**config.mk**
```make
export PLATFORM = sky130hd
export DESIGN_NAME = dac_seg_decoder
export DESIGN_NICKNAME = d
export VERILOG_FILES = /design/src/rtl/dac_seg_pkg.sv /design/src/rtl/dac_in_reg.sv /design/src/rtl/dac_therm_dec.sv /design/src/rtl/dac_centre_map.sv /design/src/rtl/dac_retime_reg.sv /design/src/rtl/dac_seg_decoder.sv
export SDC_FILE = /design/constraint.sdc
export NUM_CORES = 1
export LEC_CHECK = 0
export ABC_CLOCK_PERIOD_IN_PS = 900
export BUFFER_PORTS_ARGS = -buffer_cell sky130_fd_sc_hd__buf_2
export CORE_MARGIN = 2
export CORE_UTILIZATION = 42
export DETAILED_ROUTE_END_ITERATION = 12
export PLACE_DENSITY = 0.7
export SYNTH_ARGS = -nofsm -noshare
export SYNTH_HDL_FRONTEND = slang
export SYNTH_SLANG_ARGS = --single-unit
```
**constraint.sdc**
```tcl
create_clock -name clk -period 0.9 [get_ports clk]
set_input_delay 0.045 -clock clk [delete_from_list [all_inputs] [get_ports clk]]
set_output_delay 0.045 -clock clk [all_outputs]
set_load 0.05 [all_outputs]
```
**src/rtl/dac_seg_pkg.sv**
```systemverilog
package dac_seg_pkg;

  // zero-based index of the middle cell of an odd-length row
  function automatic int unsigned centre_of(input int unsigned units);
    return (units - 1) / 2;
  endfunction

  // turn-on rank of physical cell idx under centre-out ordering:
  // centre is rank 0, cells below take odd ranks, cells above even ranks
  function automatic int unsigned rank_of(input int unsigned idx,
                                          input int unsigned units);
    int unsigned c;
    c = centre_of(units);
    if (idx == c)      return 0;
    else if (idx < c)  return 2 * (c - idx) - 1;
    else               return 2 * (idx - c);
  endfunction

endpackage

```
**src/rtl/dac_in_reg.sv**
```systemverilog
module dac_in_reg #(
  parameter int WIDTH = 8
) (
  input  logic             clk,
  input  logic             rst,
  input  logic [WIDTH-1:0] d,
  output logic [WIDTH-1:0] q
);
  always_ff @(posedge clk) begin
    if (rst) q <= '0;
    else     q <= d;
  end
endmodule

```
**src/rtl/dac_therm_dec.sv**
```systemverilog
module dac_therm_dec #(
  parameter int LVL_W = 4,
  localparam int OUT_W = (1 << LVL_W) - 1
) (
  input  logic [LVL_W-1:0] level,
  output logic [OUT_W-1:0] therm
);
  // position i is lit when the level exceeds i
  for (genvar i = 0; i < OUT_W; i++) begin : g_pos
    assign therm[i] = (int'(level) > i);
  end
endmodule

```
**src/rtl/dac_centre_map.sv**
```systemverilog
module dac_centre_map
  import dac_seg_pkg::*;
#(
  parameter int UNITS = 15
) (
  input  logic [UNITS-1:0] therm,
  output logic [UNITS-1:0] phys
);
  // physical cell e follows the thermometer position equal to its rank
  for (genvar e = 0; e < UNITS; e++) begin : g_cell
    localparam int unsigned RANK = rank_of(e, UNITS);
    assign phys[e] = therm[RANK];
  end
endmodule

```
**src/rtl/dac_retime_reg.sv**
```systemverilog
module dac_retime_reg #(
  parameter int UNIT_W = 15,
  parameter int BIN_W  = 4
) (
  input  logic              clk,
  input  logic              rst,
  input  logic [UNIT_W-1:0] unit_d,
  input  logic [BIN_W-1:0]  bin_d,
  output logic [UNIT_W-1:0] unit_q,
  output logic [BIN_W-1:0]  bin_q
);
  // one shared register for every cell control
  always_ff @(posedge clk) begin
    if (rst) begin
      unit_q <= '0;
      bin_q  <= '0;
    end else begin
      unit_q <= unit_d;
      bin_q  <= bin_d;
    end
  end

  assert_reset_clears_R7: assert property (@(posedge clk)
    rst |=> (unit_q == '0 && bin_q == '0));
endmodule

```
**src/rtl/dac_seg_decoder.sv**
```systemverilog
module dac_seg_decoder
  import dac_seg_pkg::*;
#(
  parameter int WORD_W  = 8,
  parameter int THERM_W = 4,
  localparam int BIN_W  = WORD_W - THERM_W,
  localparam int UNITS  = (1 << THERM_W) - 1
) (
  input  logic              clk,
  input  logic              rst,
  input  logic [WORD_W-1:0] code_in,
  output logic [UNITS-1:0]  unit_en,
  output logic [BIN_W-1:0]  bin_en
);
  localparam int unsigned CENTRE = centre_of(UNITS);

  logic [WORD_W-1:0]  held_code;
  logic [THERM_W-1:0] unit_field;
  logic [BIN_W-1:0]   bin_field;
  logic [UNITS-1:0]   therm_vec;
  logic [UNITS-1:0]   phys_vec;
  logic               primed;
  logic               primed2;

  // stage 1: capture the word
  dac_in_reg #(.WIDTH(WORD_W)) i_in_reg (
    .clk (clk),
    .rst (rst),
    .d   (code_in),
    .q   (held_code)
  );

  // field split
  assign unit_field = held_code[WORD_W-1 -: THERM_W];
  assign bin_field  = held_code[BIN_W-1:0];

  dac_therm_dec #(.LVL_W(THERM_W)) i_therm (
    .level (unit_field),
    .therm (therm_vec)
  );

  dac_centre_map #(.UNITS(UNITS)) i_map (
    .therm (therm_vec),
    .phys  (phys_vec)
  );

  // stage 2: common retiming of all controls
  dac_retime_reg #(.UNIT_W(UNITS), .BIN_W(BIN_W)) i_retime (
    .clk    (clk),
    .rst    (rst),
    .unit_d (phys_vec),
    .bin_d  (bin_field),
    .unit_q (unit_en),
    .bin_q  (bin_en)
  );

  // history of non-reset edges, used to qualify the checks below
  always_ff @(posedge clk) begin
    if (rst) begin
      primed  <= 1'b0;
      primed2 <= 1'b0;
    end else begin
      primed  <= 1'b1;
      primed2 <= primed;
    end
  end

  assert_therm_shape_R3: assert property (@(posedge clk) disable iff (rst)
    primed |-> ((therm_vec & (therm_vec + UNITS'(1))) == '0));

  assert_unit_count_R2: assert property (@(posedge clk) disable iff (rst)
    primed |-> ($countones(unit_en) == int'($past(unit_field))));

  assert_bin_pass_R4: assert property (@(posedge clk) disable iff (rst)
    primed |-> (bin_en == $past(bin_field)));

  assert_cumulative_R3: assert property (@(posedge clk) disable iff (rst)
    (primed2 && ($past(unit_field) >= $past(unit_field, 2)))
      |-> (($past(unit_en) & ~unit_en) == '0));

  assert_centre_first_R5: assert property (@(posedge clk) disable iff (rst)
    (unit_en != '0) |-> unit_en[CENTRE]);

  assert_latency_R6: assert property (@(posedge clk) disable iff (rst)
    primed2 |-> (bin_en == $past(code_in[BIN_W-1:0], 2)));
endmodule

```
# Word level (Yosys, flattened, before mapping)
# Index checks and enable logic that the tools add are counted.
# classes
magnitude_cmp,15
# op_table
op,n
$gt A4 B4 Y1 const B,7
$gt A4 B3 Y1 const B,4
$gt A4 B1 Y1 const B,2
$gt A4 B2 Y1 const B,2
# word_totals
ff_bits,27
input_bits,10
out_inout_bits,19
word_cells,18

# Longest topological paths before layout
# logic_depth
word_depth,1
depth_mapped,3
ltp_nobuf,2

# By module
# From an unflattened synthesis, not the netlist that was laid out.
# unflattened
hier_cells,94
area_unflattened_um2,979.7
# modules_own_cells
module,n_inst,cells_per_inst,area_per_inst_um2,seq_area_each_um2
dac_retime_reg,1,39,516.7,380.4
dac_in_reg,1,16,210.2,160.2
dac_therm_dec,1,24,140.1,0.0
dac_centre_map,1,15,112.6,0.0

# Worst setup path after synthesis
# Ideal clock, no wire load.
# synth_path
kind,reg2reg
start,register i_in_reg.q[5]
end,register i_retime.unit_q[11]
setup_time_ns,0.118
arrival_time_ns,0.667
t_required_ns,0.782
path_slack_ns,0.116
stages_incl_launch_ff,4
n_path_buf,1
synth_period_minus_slack_ns,0.784
cell_sequence,dfxtp_1 buf_2 nor3_1 nor2_2
# synth_via
elab_chain_cells,1
# synth_lines
item,line_no,text
start: declaration,dac_in_reg.sv:7,output logic [WIDTH-1:0] q
start signal: assignment,dac_in_reg.sv:10,if (rst) q <= '0;
start signal: assignment,dac_in_reg.sv:11,else q <= d;
$gt A4 B4 Y1,dac_therm_dec.sv:10,assign therm[i] = (int'(level) > i);
end signal: assignment,dac_retime_reg.sv:18,unit_q <= unit_d;
end: declaration,dac_retime_reg.sv:9,"output logic [UNIT_W-1:0] unit_q,"
# No other way between the ends.
# A chain may end at the register's enable or synchronous reset.

# Worst setup path after layout
# layout_path
start,register i_retime.bin_q[1]
end,output port bin_en[1]
# layout_rtl
item,line_no,text
start: declaration,dac_retime_reg.sv:10,output logic [BIN_W-1:0] bin_q
start signal: assignment,dac_retime_reg.sv:19,bin_q <= bin_d;
end: declaration,dac_seg_decoder.sv:13,output logic [BIN_W-1:0] bin_en
# No word-level cell between the ends.

==> impl_metrics.prom <==
# TYPE chip_impl_metric gauge
chip_impl_metric{name="post_route_cells_drive_above_1_share",unit="%"} 56.48
chip_impl_info{name="critical_path.cell_chain",value="buf_8"} 1
chip_impl_metric{name="antenna_cells_inserted",unit=""} 0
chip_impl_metric{name="via_count",unit=""} 567
chip_impl_metric{name="period_share",unit="%"} 95.65
chip_impl_info{name="timing.critical_path.max_delay_family",value="flip-flops"} 1
chip_impl_metric{name="synth_cell_type_count",unit=""} 15
chip_impl_info{name="layout_commonest_cell",value="dfxtp_2"} 1
chip_impl_metric{name="global_route_wire_length_before_repair",unit="microns"} 2028
chip_impl_metric{name="cts.repair_timing.setup_buffer_count",unit=""} 0
chip_impl_info{name="rsz0062_at_grt",value="true"} 1
chip_impl_metric{name="utilization",unit="%"} 71.40
chip_impl_info{name="root_buffer",value="clkbuf_4"} 1
chip_impl_metric{name="yosys_warnings",unit=""} 0
chip_impl_metric{name="number_of_instances_in_the_synthesized_netlist",unit=""} 70
chip_impl_metric{name="number_of_buffers_on_the_longest_clock_path",unit=""} 2
chip_impl_metric{name="max-slew-margin-rel",unit="%"} 80.10
chip_impl_metric{name="setup.reg_to_reg.worst_slack",unit="ns"} 0.10
chip_impl_metric{name="h-tree-depth",unit=""} 1
chip_impl_info{name="path_class",value="reg -> out"} 1
chip_impl_metric{name="floorplan.die_area",unit="sq um"} 2256
chip_impl_metric{name="start_util",unit="%"} 45.52
chip_impl_metric{name="maxCapViolations",unit=""} 0
chip_impl_metric{name="dieWidth",unit="microns"} 47.50
chip_impl_metric{name="clock_sinks",unit=""} 27
chip_impl_metric{name="place.gp.congestion",unit=""} 0.7451
chip_impl_metric{name="vias_per_cell",unit=""} 4.263
chip_impl_metric{name="clk-insertion-delay-late",unit="ns"} 0.31
chip_impl_metric{name="first_global_vias",unit=""} 489
chip_impl_info{name="run_status",value="complete, no violations"} 1
chip_impl_metric{name="crit_path_max_incr_delay",unit="ns"} 0.37
chip_impl_info{name="commonest_cells_after_routing_fill_and_taps_aside",value="dfxtp_2 (20), nor2b_1 (12), buf_6 (10)"} 1
chip_impl_metric{name="swShare",unit="%"} 25.81
chip_impl_info{name="critPathCaptureType",value="output port"} 1
chip_impl_metric{name="core_area",unit="sq um"} 1745
chip_impl_metric{name="detailedPlace.worstSlack",unit="ns"} 0.03521
chip_impl_metric{name="number_of_antenna_violations_at_the_first_check_in_global_routing",unit=""} 0
chip_impl_metric{name="design.final.nets",unit=""} 119
chip_impl_metric{name="pwr-share-comb",unit="%"} 15.7
chip_impl_metric{name="detailedRoute.firstIterationViolations",unit=""} 4
chip_impl_metric{name="post-route-drc-count",unit=""} 0
chip_impl_metric{name="placement.io_buffers",unit=""} 28
chip_impl_metric{name="grt_overflow",unit=""} 0
chip_impl_metric{name="area.growth.synth_to_final",unit="%"} 56.85
chip_impl_metric{name="total_leakage_power",unit="nW"} 0.5598
chip_impl_metric{name="detailedRoute.firstPassIterationCount",unit=""} 4
chip_impl_metric{name="power_frac_clock",unit="%"} 23.2
chip_impl_metric{name="final-setup-viol-count",unit=""} 0
chip_impl_metric{name="synth_nets",unit=""} 80
chip_impl_info{name="timing.hold.worst.class",value="reg -> reg"} 1
chip_impl_metric{name="required",unit="ns"} 0.85
chip_impl_metric{name="synth.yosys.seq_area_share",unit="%"} 68.03
chip_impl_metric{name="antenna_left",unit=""} 0
chip_impl_metric{name="p_sw",unit="mW"} 0.5463
chip_impl_metric{name="post-dp-hpwl",unit="microns"} 825.6
chip_impl_metric{name="cp_max_fo",unit=""} 1
chip_impl_info{name="tritoncts",value="built"} 1
chip_impl_metric{name="postSynthAreaPerCell",unit="sq um"} 11.35
chip_impl_metric{name="syn-cell-area",unit="sq um"} 794.5
chip_impl_metric{name="grt_start_max_net_pins",unit=""} 16
chip_impl_metric{name="ios",unit=""} 29
chip_impl_metric{name="groute.usage.overall",unit="%"} 13.02
chip_impl_metric{name="hold_violations",unit=""} 0
chip_impl_metric{name="cts_clk_pin_slew_worst_paths",unit="ns"} 0.14
chip_impl_metric{name="die_h",unit="microns"} 47.50
chip_impl_metric{name="finClkSkew",unit="ns"} 0.006269
chip_impl_metric{name="critical_path_buf_inv_count",unit=""} 1
chip_impl_metric{name="drt-wirelength-per-cell",unit="microns"} 10.31
chip_impl_metric{name="final_max_slew_viol_count",unit=""} 0
chip_impl_metric{name="synthesized_flop_and_latch_total",unit=""} 27
chip_impl_metric{name="finalWorstSetupSlack",unit="ns"} 0.03919
chip_impl_metric{name="fmax",unit="MHz"} 1162
chip_impl_info{name="critical_path.slowest_cell",value="dfxtp_2"} 1
chip_impl_metric{name="routed_wirelength",unit="microns"} 1371
chip_impl_metric{name="ir_drop",unit="uV"} 1141
chip_impl_metric{name="power.density_cell_area",unit="nW/um^2"} 1698
chip_impl_metric{name="critPathArrivalTime",unit="ns"} 0.82
chip_impl_metric{name="worst_pin_slew",unit="ns"} 0.2981
chip_impl_metric{name="power_frac_seq",unit="%"} 61.1
chip_impl_metric{name="cell_internal_pwr",unit="mW"} 1.570
chip_impl_info{name="critPathLaunchType",value="flip-flop"} 1
chip_impl_metric{name="cts-buffers-inserted",unit=""} 3
chip_impl_metric{name="row_count",unit=""} 15
chip_impl_metric{name="min_period",unit="ns"} 0.8608
## state kept, by name (all words and copies together), names as in the netlist
register and count:
i_in_reg.q 8, i_retime.bin_q 4, i_retime.unit_q 15
## cells by family after synthesis
| kind of cell | after synthesis | share of synthesized area, % |
|---|---|---|
| and+or+nand+nor | 31 | 23.94 |
| DFF | 27 | 68.03 |
| AOI/OAI and AO/OA | 6 | 4.252 |
| buffers and inverters | 6 | 3.780 |
## per-layer routing
metal / vias up / part of all wire [%] / global-route usage (%)
met1: 250 / 39 / 14.52
met3: 0 / 6.3 / 4.528
met5: - / 0 / 0
met2: 27 / 54 / 22.70
met4: 0 / 0 / 5.000
li1: 290 / - / -
## final timing paths
path                                         from             endpoint  depth (start not counted)
worst max-delay path            i_retime.bin_q[1]            bin_en[1]                          1
worst min-delay path                i_in_reg.q[2]    i_retime.bin_q[2]                          1
worst max register to register      i_in_reg.q[7]  i_retime.unit_q[12]                          2
worst min register to register      i_in_reg.q[2]    i_retime.bin_q[2]                          1
## repair_timing
action,4_1_cts,5_1_grt
hold buffers,9,0
gates resized for setup,21,46
pin swaps,0,0
setup endpoints to repair,19,26
hold endpoints to repair,11,0
## synthesized netlist by cell type
| cell type | instances | area [sq um] |
|---|---|---|
| a21oi_2 | 1 | 8.760 |
| o21ai_1 | 2 | 10.01 |
| dfxtp_1 | 27 | 540.5 |
| nor2_1 | 7 | 26.28 |
| nand2b_1 | 1 | 6.260 |
| buf_2 | 3 | 15.01 |
| nand2_1 | 2 | 7.510 |
| inv_1 | 2 | 7.510 |
| a21oi_1 | 3 | 15.01 |
| buf_4 | 1 | 7.510 |
| nor2_2 | 5 | 31.28 |
| nand2b_4 | 1 | 13.76 |
| nor2b_1 | 12 | 75.07 |
| nand3b_4 | 1 | 20.02 |
| nor3_1 | 2 | 10.01 |
## metrics by stage
step	cell area (sq um)	TNS, ns	power, mW	cells	hold slack (ns)
after floorplan	794.5	0	1.497	70	0.1732
after global placement	950.9	0	1.551	120	0.2538
after detailed placement	950.9	0	1.555	120	0.2595
after CTS	1124	0	2.094	133	0.4587
after global routing	1246	-0.04176	2.226	133	0.4512
final	1246	0	2.116	133	0.4481
## area by class of cell
class,count,area [sq um]
Tap cell,25,31.28
Multi-Input combinational cell,37,224.0
Timing Repair Buffer,38,390.4
Inverter,2,7.507
Fill cell,137,499.2
Clock inverter,1,5.005
Sequential cell,27,565.5
Clock buffer,3,22.52
## power groups by stage
stage                     logic, mW  clock network, mW  registers (mW)
after floorplan              0.0836                  0            1.41
after global placement        0.251                  0            1.30
after detailed placement      0.253                  0            1.30
after CTS                     0.304              0.512            1.28
after global routing          0.352              0.573            1.30
final                         0.332              0.491            1.29
Power figures use the tool's default switching activity.
